<file path="src/rtl/tlbw_pkg.sv">
package tlbw_pkg;

  typedef enum logic [1:0] {
    FLT_NONE = 2'd0,
    FLT_PROT = 2'd1,
    FLT_SEG  = 2'd2
  } fault_e;

  // Permission check shared by the hit path and the refill path.
  function automatic logic perm_ok(input logic rd_ok, input logic wr_ok, input logic is_wr);
    return is_wr ? wr_ok : rd_ok;
  endfunction

endpackage

</file>
<file path="src/rtl/tlbw_cam.sv">
module tlbw_cam #(
  parameter int ENTRIES = 4,
  parameter int VPN_W   = 4,
  parameter int PFN_W   = 8,
  localparam int IDX_W  = $clog2(ENTRIES)
) (
  input  logic               clk,
  input  logic               rst_n,
  input  logic               flush,
  input  logic [VPN_W-1:0]   lk_vpn,
  output logic               lk_hit,
  output logic [PFN_W-1:0]   lk_pfn,
  output logic               lk_rd,
  output logic               lk_wr,
  output logic [ENTRIES-1:0] hit_vec,
  output logic [ENTRIES-1:0] valid_mask,
  input  logic               ins_en,
  input  logic [IDX_W-1:0]   ins_idx,
  input  logic [VPN_W-1:0]   ins_vpn,
  input  logic [PFN_W-1:0]   ins_pfn,
  input  logic               ins_rd,
  input  logic               ins_wr
);

  logic [PFN_W-1:0] pfn_a [ENTRIES];
  logic             rd_a  [ENTRIES];
  logic             wr_a  [ENTRIES];

  for (genvar g = 0; g < ENTRIES; g++) begin : g_slot
    logic             v_q;
    logic [VPN_W-1:0] tag_q;
    logic [PFN_W-1:0] pfn_q;
    logic             rd_q;
    logic             wr_q;
    logic             sel;

    assign sel = ins_en && (ins_idx == IDX_W'(g));

    always_ff @(posedge clk or negedge rst_n) begin
      if (!rst_n)     v_q <= 1'b0;
      else if (flush) v_q <= 1'b0;
      else if (sel)   v_q <= 1'b1;
    end

    always_ff @(posedge clk) begin
      if (sel) begin
        tag_q <= ins_vpn;
        pfn_q <= ins_pfn;
        rd_q  <= ins_rd;
        wr_q  <= ins_wr;
      end
    end

    assign valid_mask[g] = v_q;
    assign hit_vec[g]    = v_q && (tag_q == lk_vpn);
    assign pfn_a[g]      = pfn_q;
    assign rd_a[g]       = rd_q;
    assign wr_a[g]       = wr_q;
  end

  always_comb begin
    lk_pfn = '0;
    lk_rd  = 1'b0;
    lk_wr  = 1'b0;
    for (int i = 0; i < ENTRIES; i++) begin
      if (hit_vec[i]) begin
        lk_pfn = lk_pfn | pfn_a[i];
        lk_rd  = lk_rd  | rd_a[i];
        lk_wr  = lk_wr  | wr_a[i];
      end
    end
  end

  assign lk_hit = |hit_vec;

endmodule

</file>
<file path="src/rtl/tlbw_victim.sv">
module tlbw_victim #(
  parameter int ENTRIES = 4,
  localparam int IDX_W  = $clog2(ENTRIES)
) (
  input  logic               clk,
  input  logic               rst_n,
  input  logic [ENTRIES-1:0] valid_mask,
  input  logic               ins_en,
  output logic [IDX_W-1:0]   victim_idx
);

  logic [IDX_W-1:0] rr_q;
  logic [IDX_W-1:0] free_idx;
  logic             full;

  // Lowest-index free slot: scan downward so the lowest assignment wins.
  always_comb begin
    free_idx = '0;
    for (int i = ENTRIES - 1; i >= 0; i--) begin
      if (!valid_mask[i]) free_idx = IDX_W'(i);
    end
  end

  assign full       = &valid_mask;
  assign victim_idx = full ? rr_q : free_idx;

  always_ff @(posedge clk or negedge rst_n) begin
    if (!rst_n) begin
      rr_q <= '0;
    end else if (ins_en && full) begin
      rr_q <= (rr_q == IDX_W'(ENTRIES - 1)) ? '0 : rr_q + 1'b1;
    end
  end

endmodule

</file>
<file path="src/rtl/tlbw_walk_ctrl.sv">
module tlbw_walk_ctrl
  import tlbw_pkg::*;
#(
  parameter int VA_W      = 8,
  parameter int OFF_W     = 4,
  parameter int PFN_W     = 8,
  parameter int MA_W      = 16,
  parameter int PTE_BYTES = 2,
  localparam int VPN_W    = VA_W - OFF_W,
  localparam int PA_W     = PFN_W + OFF_W,
  localparam int PTE_W    = PFN_W + 3
) (
  input  logic              clk,
  input  logic              rst_n,
  input  logic [MA_W-1:0]   ptbr,
  input  logic              req_valid,
  input  logic [VA_W-1:0]   req_va,
  input  logic              req_write,
  output logic              req_ready,
  output logic              rsp_valid,
  output logic [PA_W-1:0]   rsp_pa,
  output logic [1:0]        rsp_fault,
  output logic              mem_req,
  output logic [MA_W-1:0]   mem_addr,
  input  logic              mem_valid,
  input  logic [PTE_W-1:0]  mem_data,
  output logic [VPN_W-1:0]  lk_vpn,
  input  logic              lk_hit,
  input  logic [PFN_W-1:0]  lk_pfn,
  input  logic              lk_rd,
  input  logic              lk_wr,
  output logic              ins_en,
  output logic [VPN_W-1:0]  ins_vpn,
  output logic [PFN_W-1:0]  ins_pfn,
  output logic              ins_rd,
  output logic              ins_wr
);

  localparam logic [VA_W-1:0] OFF_MASK = VA_W'((1 << OFF_W) - 1);

  function automatic logic [VPN_W-1:0] vpn_of(input logic [VA_W-1:0] va);
    logic [VA_W-1:0] t;
    t = (va & ~OFF_MASK) >> OFF_W;
    return t[VPN_W-1:0];
  endfunction

  function automatic logic [OFF_W-1:0] off_of(input logic [VA_W-1:0] va);
    logic [VA_W-1:0] t;
    t = va & OFF_MASK;
    return t[OFF_W-1:0];
  endfunction

  function automatic logic [PA_W-1:0] make_pa(input logic [PFN_W-1:0] pfn,
                                              input logic [OFF_W-1:0] off);
    return (PA_W'(pfn) << OFF_W) | PA_W'(off);
  endfunction

  function automatic logic [MA_W-1:0] pte_addr(input logic [MA_W-1:0] base,
                                               input logic [VPN_W-1:0] vpn);
    return base + MA_W'(vpn) * MA_W'(PTE_BYTES);
  endfunction

  typedef enum logic [1:0] {ST_IDLE, ST_WALK, ST_REPLAY} st_e;

  st_e              st_q;
  logic [VA_W-1:0]  hold_va_q;
  logic             hold_wr_q;
  logic [VA_W-1:0]  cur_va;
  logic             cur_wr;
  logic             do_lookup;
  logic             walk_ret;
  logic             pte_present;
  logic             pte_wr;
  logic             pte_rd;
  logic             walk_ok;

  assign req_ready = (st_q == ST_IDLE);
  assign cur_va    = (st_q == ST_IDLE) ? req_va : hold_va_q;
  assign cur_wr    = (st_q == ST_IDLE) ? req_write : hold_wr_q;
  assign lk_vpn    = vpn_of(cur_va);
  assign do_lookup = (req_ready && req_valid) || (st_q == ST_REPLAY);

  assign pte_present = mem_data[PTE_W-1];
  assign pte_wr      = mem_data[PTE_W-2];
  assign pte_rd      = mem_data[PTE_W-3];
  assign walk_ret    = (st_q == ST_WALK) && mem_valid;
  assign walk_ok     = pte_present && perm_ok(pte_rd, pte_wr, hold_wr_q);

  assign ins_en  = walk_ret && walk_ok;
  assign ins_vpn = vpn_of(hold_va_q);
  assign ins_pfn = mem_data[PFN_W-1:0];
  assign ins_rd  = pte_rd;
  assign ins_wr  = pte_wr;

  always_ff @(posedge clk or negedge rst_n) begin
    if (!rst_n) begin
      st_q      <= ST_IDLE;
      hold_va_q <= '0;
      hold_wr_q <= 1'b0;
      mem_req   <= 1'b0;
      mem_addr  <= '0;
      rsp_valid <= 1'b0;
      rsp_pa    <= '0;
      rsp_fault <= FLT_NONE;
    end else begin
      rsp_valid <= 1'b0;
      case (st_q)
        ST_IDLE, ST_REPLAY: begin
          if (do_lookup) begin
            hold_va_q <= cur_va;
            hold_wr_q <= cur_wr;
            if (lk_hit) begin
              rsp_valid <= 1'b1;
              st_q      <= ST_IDLE;
              if (perm_ok(lk_rd, lk_wr, cur_wr)) begin
                rsp_fault <= FLT_NONE;
                rsp_pa    <= make_pa(lk_pfn, off_of(cur_va));
              end else begin
                rsp_fault <= FLT_PROT;
                rsp_pa    <= '0;
              end
            end else begin
              st_q     <= ST_WALK;
              mem_req  <= 1'b1;
              mem_addr <= pte_addr(ptbr, lk_vpn);
            end
          end
        end
        ST_WALK: begin
          if (mem_valid) begin
            mem_req <= 1'b0;
            if (!pte_present) begin
              rsp_valid <= 1'b1;
              rsp_fault <= FLT_SEG;
              rsp_pa    <= '0;
              st_q      <= ST_IDLE;
            end else if (!walk_ok) begin
              rsp_valid <= 1'b1;
              rsp_fault <= FLT_PROT;
              rsp_pa    <= '0;
              st_q      <= ST_IDLE;
            end else begin
              st_q <= ST_REPLAY;
            end
          end
        end
        default: st_q <= ST_IDLE;
      endcase
    end
  end

endmodule

</file>
<file path="src/rtl/tlb_walker.sv">
module tlb_walker #(
  parameter int VA_W      = 8,
  parameter int OFF_W     = 4,
  parameter int PFN_W     = 8,
  parameter int ENTRIES   = 4,
  parameter int MA_W      = 16,
  parameter int PTE_BYTES = 2
) (
  input  logic                    clk,
  input  logic                    rst_n,
  input  logic                    flush,
  input  logic [MA_W-1:0]         ptbr,
  input  logic                    req_valid,
  input  logic [VA_W-1:0]         req_va,
  input  logic                    req_write,
  output logic                    req_ready,
  output logic                    rsp_valid,
  output logic [OFF_W+PFN_W-1:0]  rsp_pa,
  output logic [1:0]              rsp_fault,
  output logic                    mem_req,
  output logic [MA_W-1:0]         mem_addr,
  input  logic                    mem_valid,
  input  logic [PFN_W+2:0]        mem_data
);

  localparam int VPN_W = VA_W - OFF_W;
  localparam int IDX_W = $clog2(ENTRIES);

  logic [VPN_W-1:0]   lk_vpn;
  logic               lk_hit;
  logic [PFN_W-1:0]   lk_pfn;
  logic               lk_rd;
  logic               lk_wr;
  logic [ENTRIES-1:0] hit_vec;
  logic [ENTRIES-1:0] valid_mask;
  logic               ins_en;
  logic [IDX_W-1:0]   ins_idx;
  logic [VPN_W-1:0]   ins_vpn;
  logic [PFN_W-1:0]   ins_pfn;
  logic               ins_rd;
  logic               ins_wr;

  tlbw_walk_ctrl #(
    .VA_W(VA_W), .OFF_W(OFF_W), .PFN_W(PFN_W), .MA_W(MA_W), .PTE_BYTES(PTE_BYTES)
  ) u_ctrl (
    .clk(clk), .rst_n(rst_n), .ptbr(ptbr),
    .req_valid(req_valid), .req_va(req_va), .req_write(req_write), .req_ready(req_ready),
    .rsp_valid(rsp_valid), .rsp_pa(rsp_pa), .rsp_fault(rsp_fault),
    .mem_req(mem_req), .mem_addr(mem_addr), .mem_valid(mem_valid), .mem_data(mem_data),
    .lk_vpn(lk_vpn), .lk_hit(lk_hit), .lk_pfn(lk_pfn), .lk_rd(lk_rd), .lk_wr(lk_wr),
    .ins_en(ins_en), .ins_vpn(ins_vpn), .ins_pfn(ins_pfn), .ins_rd(ins_rd), .ins_wr(ins_wr)
  );

  tlbw_cam #(
    .ENTRIES(ENTRIES), .VPN_W(VPN_W), .PFN_W(PFN_W)
  ) u_cam (
    .clk(clk), .rst_n(rst_n), .flush(flush),
    .lk_vpn(lk_vpn), .lk_hit(lk_hit), .lk_pfn(lk_pfn), .lk_rd(lk_rd), .lk_wr(lk_wr),
    .hit_vec(hit_vec), .valid_mask(valid_mask),
    .ins_en(ins_en), .ins_idx(ins_idx), .ins_vpn(ins_vpn), .ins_pfn(ins_pfn),
    .ins_rd(ins_rd), .ins_wr(ins_wr)
  );

  tlbw_victim #(
    .ENTRIES(ENTRIES)
  ) u_victim (
    .clk(clk), .rst_n(rst_n), .valid_mask(valid_mask), .ins_en(ins_en),
    .victim_idx(ins_idx)
  );

endmodule

</file>
<file path="config.mk">
export PLATFORM = sky130hd
export DESIGN_NAME = tlb_walker
export DESIGN_NICKNAME = d
export VERILOG_FILES = /design/src/rtl/tlbw_pkg.sv /design/src/rtl/tlbw_cam.sv /design/src/rtl/tlbw_victim.sv /design/src/rtl/tlbw_walk_ctrl.sv /design/src/rtl/tlb_walker.sv
export SDC_FILE = /design/constraint.sdc
export NUM_CORES = 1
export LEC_CHECK = 0
export BUFFER_PORTS_ARGS = -buffer_cell sky130_fd_sc_hd__clkbuf_2
export CAP_MARGIN = 20
export CORE_ASPECT_RATIO = 0.6
export CORE_UTILIZATION = 40
export CTS_BUF_LIST = sky130_fd_sc_hd__clkbuf_2
export DETAILED_ROUTE_END_ITERATION = 12
export SYNTH_ARGS = -nofsm -noshare
export SYNTH_HDL_FRONTEND = slang
export SYNTH_SLANG_ARGS = --single-unit
</file>
<file path="constraint.sdc">
create_clock -name clk -period 5.3 [get_ports clk]
set_input_delay 0.53 -clock clk [delete_from_list [all_inputs] [get_ports clk]]
set_output_delay 0.53 -clock clk [all_outputs]
set_load 0.005 [all_outputs]
</file>
==> results.md, run 1 <==
* Via density at between 5 and 6
* GR Util All Layers at 0.193
* Setup bufs post-CTS at 0
* Global-route wire length before repair at between 15 and 20 mm
* Number of port buffers at 73
* Setup WS post-layout at 1880 ps
* Count of max-cap constraint violations at 0
* Synth top area share at 0.350
* R2R Setup Slk at around 1900 ps
* Clock root buffer master: clkbuf_2
* R2R Path End: u_ctrl.rsp_fault[1]
* Switching part of the total at 0.319
* Top FF cell, synth: edfxtp_1
* Met2 routed WL at approximately 4.8 mm
* Number of buffers created by CTS at 9
* Top post-synthesis cells by area: edfxtp_1 35%, dfrtp_1 26%, a22oi_1 3.1%, o2bb2ai_2 3.1%, nor2_1 2.4%
* Sw power at 625 uW
* Highest routed metal layer: met4
* Worst reg-to-reg path cell count at 7
* Pwr dens at approximately 360 nW/um^2
* Initial antenna violation count at 1
* Yosys cell types at 65
* HP Class: input port to async pin
* 1st-pass router iterations at 5
* Netlist Area Pre-Place at 4800 um^2
* Die Wd at 143 um
* CP Depth at 7
* Outcome: complete, no violations
* Cell count after synthesis at approximately 370
* Setup CP Type: register to register
* CP cell instances: nor3b_1 -> nor2_1 -> o221ai_1 -> o22a_1 -> a31oi_4 -> nor2_2 -> mux2_1
* WL met3 at between 700 and 800 um
* FFs w/ async S/R, synth at 0.467
* Clock sink total at about 110
* Crit-path slowest cell: dfrtp_1
* Ys Warns at 0
* Grt ovf at 0
* Number of global-route vias before repair at between 3,000 and 4,000
* Req. time, crit path at 5770 ps
* Seq pwr share at 0.558
* Combinational share of power at 0.262
* Worst setup EP type: register
* Sum Neg Setup Slack at 0 ps
* Clock skew at 29.4 ps
* Peak VDD IR at 193 uV
* Drt total wl at roughly 11 mm
* Post-Route M1 WL at 5.62 mm
* Final routed DRC violation total at 0
* FF+latch count, synth at about 110
* Share of cells above drive strength 1 at 0.314
* Die area at around 12,000 um^2
* Fin nets at a little under 500
* Fin crit period at between 3000 and 4000 ps
* Post-CTS Resized at 0
* ANT nets after route at 0
* DR vias at roughly 3,300
* Post-synthesis net count at roughly 400
* CTS tree: done
* Final count of hold timing violations at 0
* F_max at between 200 and 300 MHz
* Fin crit share at 0.645
* Largest net degree at the start of global routing at 50
* CTS Buffer Depth at 2
* Clock latency at the later pin of the worst-skew pair at 570 ps
* Final setup violation count at 0
* Syn_area_per_cell at around 13 um^2
* Bufs and invs on worst path at 0
* Worst-Margin Slew at 1010 ps
* Critical path arrival at between 3000 and 4000 ps
* Pleak at around 2.1 nW
* Initial Util at 0.418
* HPWL after DPL at 8.00 mm
* # H-tree levels at 3
* Drt initial violations at approximately 300
* Gpl congestion at around 0.86
* Total core area at roughly 11,000 um^2
* Fin. max-slew vios at 0
* Worst slew margin at 0.328
* I/O pin count at 74
* Cell with the most instances after synthesis: edfxtp_1
* Row count at 30
* Cell class contributing the biggest share of worst-path delay: simple AND/OR/NAND/NOR gates
* Crit Path Max Fanout at 22
* Die H at roughly 87 um
* Fill cell count at between 1,000 and 1,500
* P_int at approximately 1.3 mW
* Reg2reg start: u_ctrl.st_q[1]
* Startpoint types: register
* Cts-stage hold buffer count at 0
* Synthesis-to-layout area growth at 13.5%
* CP max stage delay at 760 ps
* Post-synthesis sequential area ratio at 0.606
* Post-place setup slack at 1970 ps
* Clk pwr share at 0.181
* Cell taking the most area after synthesis: edfxtp_1
* Wire length per cell at around 18 um
* CTS clk-pin slew, worst paths at 260 ps
* Post-synth top cells: 56 x edfxtp_1, 49 x dfrtp_1, 31 x nor2_1, 20 x a22oi_1, 17 x a21oi_1
* EDFF count, synth at 56
* RSZ-0062 raised after global routing: no
==> worst register-to-register path, delay by kind of cell, from the launching register on <==
kind / cells / cell delay (ps)
AOI/OAI and AO/OA: 3 / 730
and+or+nand+nor: 3 / 1480
DFF: 1 / 760
muxes: 1 / 380
==> power groups by stage <==
| stage | combinational [mW] | clock, mW | sequential [mW] |
|---|---|---|---|
| after floorplan | 0.347 | 0 | 1.08 |
| after global placement | 0.503 | 0 | 1.11 |
| after detailed placement | 0.514 | 0 | 1.11 |
| after CTS | 0.515 | 0.369 | 1.09 |
| after global routing | 0.572 | 0.400 | 1.11 |
| final | 0.513 | 0.355 | 1.09 |
==> worst max-delay path by stage <==
stage,startpoint,to,slack (ps)
6_report,u_ctrl.st_q[1],u_ctrl.rsp_fault[1],1880
5_1_grt,u_ctrl.st_q[1],u_ctrl.rsp_fault[1],1710
4_1_cts,u_ctrl.st_q[1],u_ctrl.rsp_fault[1],1920
3_5_place_dp,u_ctrl.st_q[1],u_ctrl.rsp_fault[1],1970
3_3_place_gp,u_ctrl.st_q[1],u_ctrl.rsp_fault[1],2130
2_1_floorplan,u_ctrl.st_q[0],u_ctrl.mem_addr[15],2610
==> metal layers <==
metal / global-route usage / vias up
li1: - / 1530
met1: 0.304 / 1603
met2: 0.259 / 116
met3: 0.0522 / 10
met4: 0.0455 / 0
met5: 0 / -
==> state kept, by name (all words and copies together) (netlist names) <==
name                cells
u_cam.g_slot.pfn_q     32
u_cam.g_slot.tag_q     16
u_ctrl.mem_addr        16
u_ctrl.rsp_pa          12
u_ctrl.hold_va_q        8
u_cam.g_slot.rd_q       4
u_cam.g_slot.v_q        4
u_cam.g_slot.wr_q       4
u_ctrl.rsp_fault        2
u_ctrl.st_q             2
u_victim.rr_q           2
u_ctrl.hold_wr_q        1
u_ctrl.mem_req          1
u_ctrl.rsp_valid        1
==> cell type report <==
type / instances / area, um^2 / share of cell area
flip-flops and latches: 105 / 2910 / 0.534
multi-input cells: 234 / 1780 / 0.326
repair buffers: 77 / 395 / 0.0726
well taps: 160 / 200 / 0.0368
clock buffers: 11 / 55.1 / 0.0101
inverters: 14 / 52.6 / 0.00965
clock inverters: 5 / 47.5 / 0.00873
diodes: 5 / 12.5 / 0.00230
==> cells by family (layout without fill, tap and decap cells) <==
| kind of cell | after synthesis | in the layout | synth area share |
|---|---|---|---|
| AOI/OAI and AO/OA | 107 | 107 | 0.185 |
| xor gates and xnor gates | 13 | 13 | 0.0237 |
| adders and majority gates | 6 | 6 | 0.0172 |
| buffers and inverters | 26 | 107 | 0.0276 |
| DFF | 105 | 105 | 0.606 |
| muxes | 17 | 17 | 0.0394 |
| other | 0 | 5 | 0 |
| and+or+nand+nor | 91 | 91 | 0.101 |
==> metrics by stage <==
| stage | utilization | instance area (um^2) | hold slack, ps | std cells | total power, mW |
|---|---|---|---|---|---|
| global placement | 0.464 | 5330 | 463 | 590 | 1.61 |
| floorplan | - | 4800 | 234 | 365 | 1.43 |
| global route | 0.474 | 5450 | 1.77 | 611 | 2.08 |
| CTS | 0.473 | 5430 | 17.9 | 606 | 1.98 |
| finish | 0.474 | 5450 | 6.90 | 611 | 1.96 |
| detailed placement | 0.464 | 5330 | 470 | 590 | 1.62 |
==> placed cells by master (no fill, tap or decap), types with 3 or more instances in the layout <==
cell type,n
clkbuf_2,84
mux2_2,9
o21a_1,8
a21boi_0,3
nor3_1,15
nand3_1,5
nand2_1,12
buf_4,4
xor2_1,6
xnor2_1,7
nor2_1,28
a21boi_1,4
diode_2,5
o2bb2ai_2,10
ha_1,5
and3_1,3
nor2_2,6
inv_1,14
a21bo_2,8
o21ai_0,5
edfxtp_1,56
nor2b_1,3
a21oi_1,17
mux2_1,6
dfrtp_1,49
a21o_1,5
or2_2,3
a22oi_1,20
Note: power is estimated with default switching activity, not from simulation.
==> run 2, diff against run 1 <==
--- a/config.mk
+++ b/config.mk
@@ -5,6 +5,7 @@
 export SDC_FILE = /design/constraint.sdc
 export NUM_CORES = 1
 export LEC_CHECK = 0
+export ABC_AREA = 1
 export BUFFER_PORTS_ARGS = -buffer_cell sky130_fd_sc_hd__clkbuf_2
 export CAP_MARGIN = 20
 export CORE_ASPECT_RATIO = 0.6
==> constraint.sdc (replaced) <==
create_clock -name clk -period 3.16 [get_ports clk]
set_input_delay 0.316 -clock clk [delete_from_list [all_inputs] [get_ports clk]]
set_output_delay 0.316 -clock clk [all_outputs]
set_load 0.005 [all_outputs]
==> run 2 against run 1 <==
Effect of this change: count of clock-buffer cells in the layout grew 1; die area rose by 1.8%; sequential share of layout area fell by 3.2 points; clock power grew 95%; combinational power up 94%; wire length fell by 2.1%; area after synthesis rose by 1.8%; global-route usage down 0.31 points; sequential cell count stayed put; final cell count rose by 27%; critical path type unchanged; highest routed layer unchanged.
==> results.md, run 2 <==
* GR Util All Layers at 0.190
* Setup CP Type: register to register
* Worst reg-to-reg path cell count at 14
* Number of port buffers at 73
* Req. time, crit path at about 3700 ps
* Peak VDD IR at ~230 uV
* Sum Neg Setup Slack at 0 ps
* Setup WS post-layout at ~500 ps
* Share of cells above drive strength 1 at 0.203
* Post-synth top cells: 139 x nand2_1, 61 x inv_1, 56 x edfxtp_1, 56 x nor2_1, 49 x dfrtp_1
* Worst-Margin Slew at 564 ps
* Row count at 30
* I/O pin count at between 70 and 80
* Die area at 12,700 um^2
* Largest net degree at the start of global routing at 33
* CTS tree: done
* Post-place setup slack at 535 ps
* Post-synthesis sequential area ratio at 0.595
* Clock skew at around 38 ps
* Wire length per cell at 14.1 um
* CTS Buffer Depth at 2
* Clock latency at the later pin of the worst-skew pair at around 600 ps
* Cell count after synthesis at 505
* Total core area at roughly 12,000 um^2
* Registers with the most flip-flops: u_cam.g_slot.pfn_q (32), u_cam.g_slot.tag_q (16), u_ctrl.mem_addr (16)
* CP startpoint: u_ctrl.st_q[1]
* Post-synthesis net count at approximately 550
* Cell with the most instances after synthesis: nand2_1
* Worst slew margin at 0.622
* Die H at about 88 um
* Netlist Area Pre-Place at about 4900 um^2
* 1st-pass router iterations at 4
* Fin crit share at 0.843
* ANT nets after route at 0
* Largest register FFs at 32
* RSZ-0062 raised after global routing: no
* Clock sink total at approximately 110
* EDFF count, synth at 56
* Initial antenna violation count at 0
* Pwr dens at 603 nW/um^2
* Clock root buffer master: clkbuf_2
* Synthesis-to-layout area growth at 18.7%
* Worst setup EP type: register
* Die Wd at approximately 140 um
* Count of max-cap constraint violations at 0
* R2R Setup Slk at 500 ps
* Critical path capture point: u_ctrl.mem_addr[14]
* Number of buffers created by CTS at 9
* Initial Util at 0.421
* Global-route wire length before repair at between 15 and 20 mm
* Reg with most FFs: u_cam.g_slot.pfn_q
* HP Class: input port to register
* Drt total wl at approximately 11 mm
* Via density at ~4.7
* CTS clk-pin slew, worst paths at roughly 270 ps
* Most frequent cells in the layout: 139 x nand2_1, 85 x clkbuf_2, 61 x inv_1, 56 x nor2_1, 56 x edfxtp_1
* Top FF cell, synth: edfxtp_1
* Commonest non-fill, non-tap cell in the layout: nand2_1
* Cell taking the most area after synthesis: edfxtp_1
* Syn_area_per_cell at a little under 10 um^2
* Ys Warns at 0
* Number of global-route vias before repair at around 3,500
* HPWL after DPL at a little over 8 mm
* Grt ovf at 0
* Top post-synthesis cells by area: edfxtp_1 34%, dfrtp_1 25%, nand2_1 11%, inv_1 4.7%, nor2_1 4.3%
* Drt initial violations at ~280
* # H-tree levels at 3
* Fin. max-slew vios at 0
* Reg2reg start: u_ctrl.st_q[1]
* Antenna diodes at 0
* Final setup violation count at 0
* Fin crit period at ~2700 ps
* DR vias at approximately 3,700
* Final count of hold timing violations at 0
* Hold path cells at 3
* Final routed DRC violation total at 0
* Fin nets at 659
* Startpoint types: register
* R2R Path End: u_ctrl.mem_addr[14]
* Gpl congestion at approximately 0.83
* Outcome: complete, no violations
* Synth top area share at 0.344
* Crit Path Max Fanout at 10
* FF+latch count, synth at ~110
* Fill cell count at around 1,100
* Yosys cell types at 37
* FFs w/ async S/R, synth at 0.467
* Pleak at 2.73 nW
* F_max at around 380 MHz
* Critical path arrival at ~3200 ps
## run 2: logic make-up (layout without fill, tap and decap cells)
logic type               after synthesis  count (layout)  synth area share
AO/OA/AOI/OAI                         54              54            0.0630
buffers and inverters                 69             181            0.0612
adder cells (fa/ha/maj)                6               6            0.0169
multiplexers                           6               6            0.0125
AND/OR/NAND/NOR                      252             252             0.227
XOR/XNOR                              13              13            0.0248
flip-flops                           105             105             0.595
## run 2: cell type report
cell class / count / area, um^2 / share of cell area
flip-flops and latches: 105 / 2910 / 0.501
multi-input cells: 331 / 1680 / 0.290
repair buffers: 104 / 653 / 0.113
inverters: 61 / 229 / 0.0395
well taps: 160 / 200 / 0.0345
clock inverters: 4 / 68.8 / 0.0119
clock buffers: 12 / 60.1 / 0.0104
## run 2: power breakdown
part           total, mW  internal, mW  switching (mW)
clock              0.692         0.268           0.423
combinational      0.993         0.382           0.611
sequential          1.81          1.67           0.144
total               3.50          2.32            1.18
## run 2: how the worst min path moves through the flow
stage	to	start
floorplan	u_cam.g_slot[0].v_q	rst_n
global placement	u_cam.g_slot[0].v_q	rst_n
detailed placement	u_cam.g_slot[1].v_q	rst_n
CTS	u_ctrl.mem_addr[1]	ptbr[1]
global route	u_ctrl.mem_addr[1]	ptbr[1]
finish	u_ctrl.hold_va_q[0]	req_va[0]
## run 2: what timing repair did
item	CTS	global route
resized for setup	0	0
hold buffers	21	1
endpoints found under the hold margin	69	1
setup endpoints to repair	0	0
setup buffers	0	0
## run 2: worst max-delay path, cell delays in order, from the launching register on
cell     delay, ps
dfrtp_1        500
nor2_4         260
nand2_1        100
nand2_2        170
inv_1           60
ha_1           340
nand3_1         90
nand2_1        110
nand2_1         60
a21oi_1        210
nand3_1        170
nor2_1         190
nand2_1         90
xor2_1         140
o21ai_1        100
## run 2: per-stage QoR
stage / hold WS, ps / power (mW) / area (um^2) / utilization / std cells
2_1_floorplan: 20.4 / 2.48 / 4890 / - / 505
3_3_place_gp: 307 / 2.80 / 5450 / 0.470 / 739
3_5_place_dp: 309 / 2.82 / 5450 / 0.470 / 739
4_1_cts: 2.88 / 3.53 / 5790 / 0.499 / 776
5_1_grt: 7.03 / 3.75 / 5800 / 0.500 / 777
6_report: 33.4 / 3.50 / 5800 / 0.500 / 777
## run 2: layer usage
metal	share of wire	vias to the layer above	track usage
met2	0.39	97	0.266
li1	-	1853	-
met1	0.53	1700	0.291
met3	0.071	5	0.0530
met4	0.0056	0	0.0402
met5	0	-	0
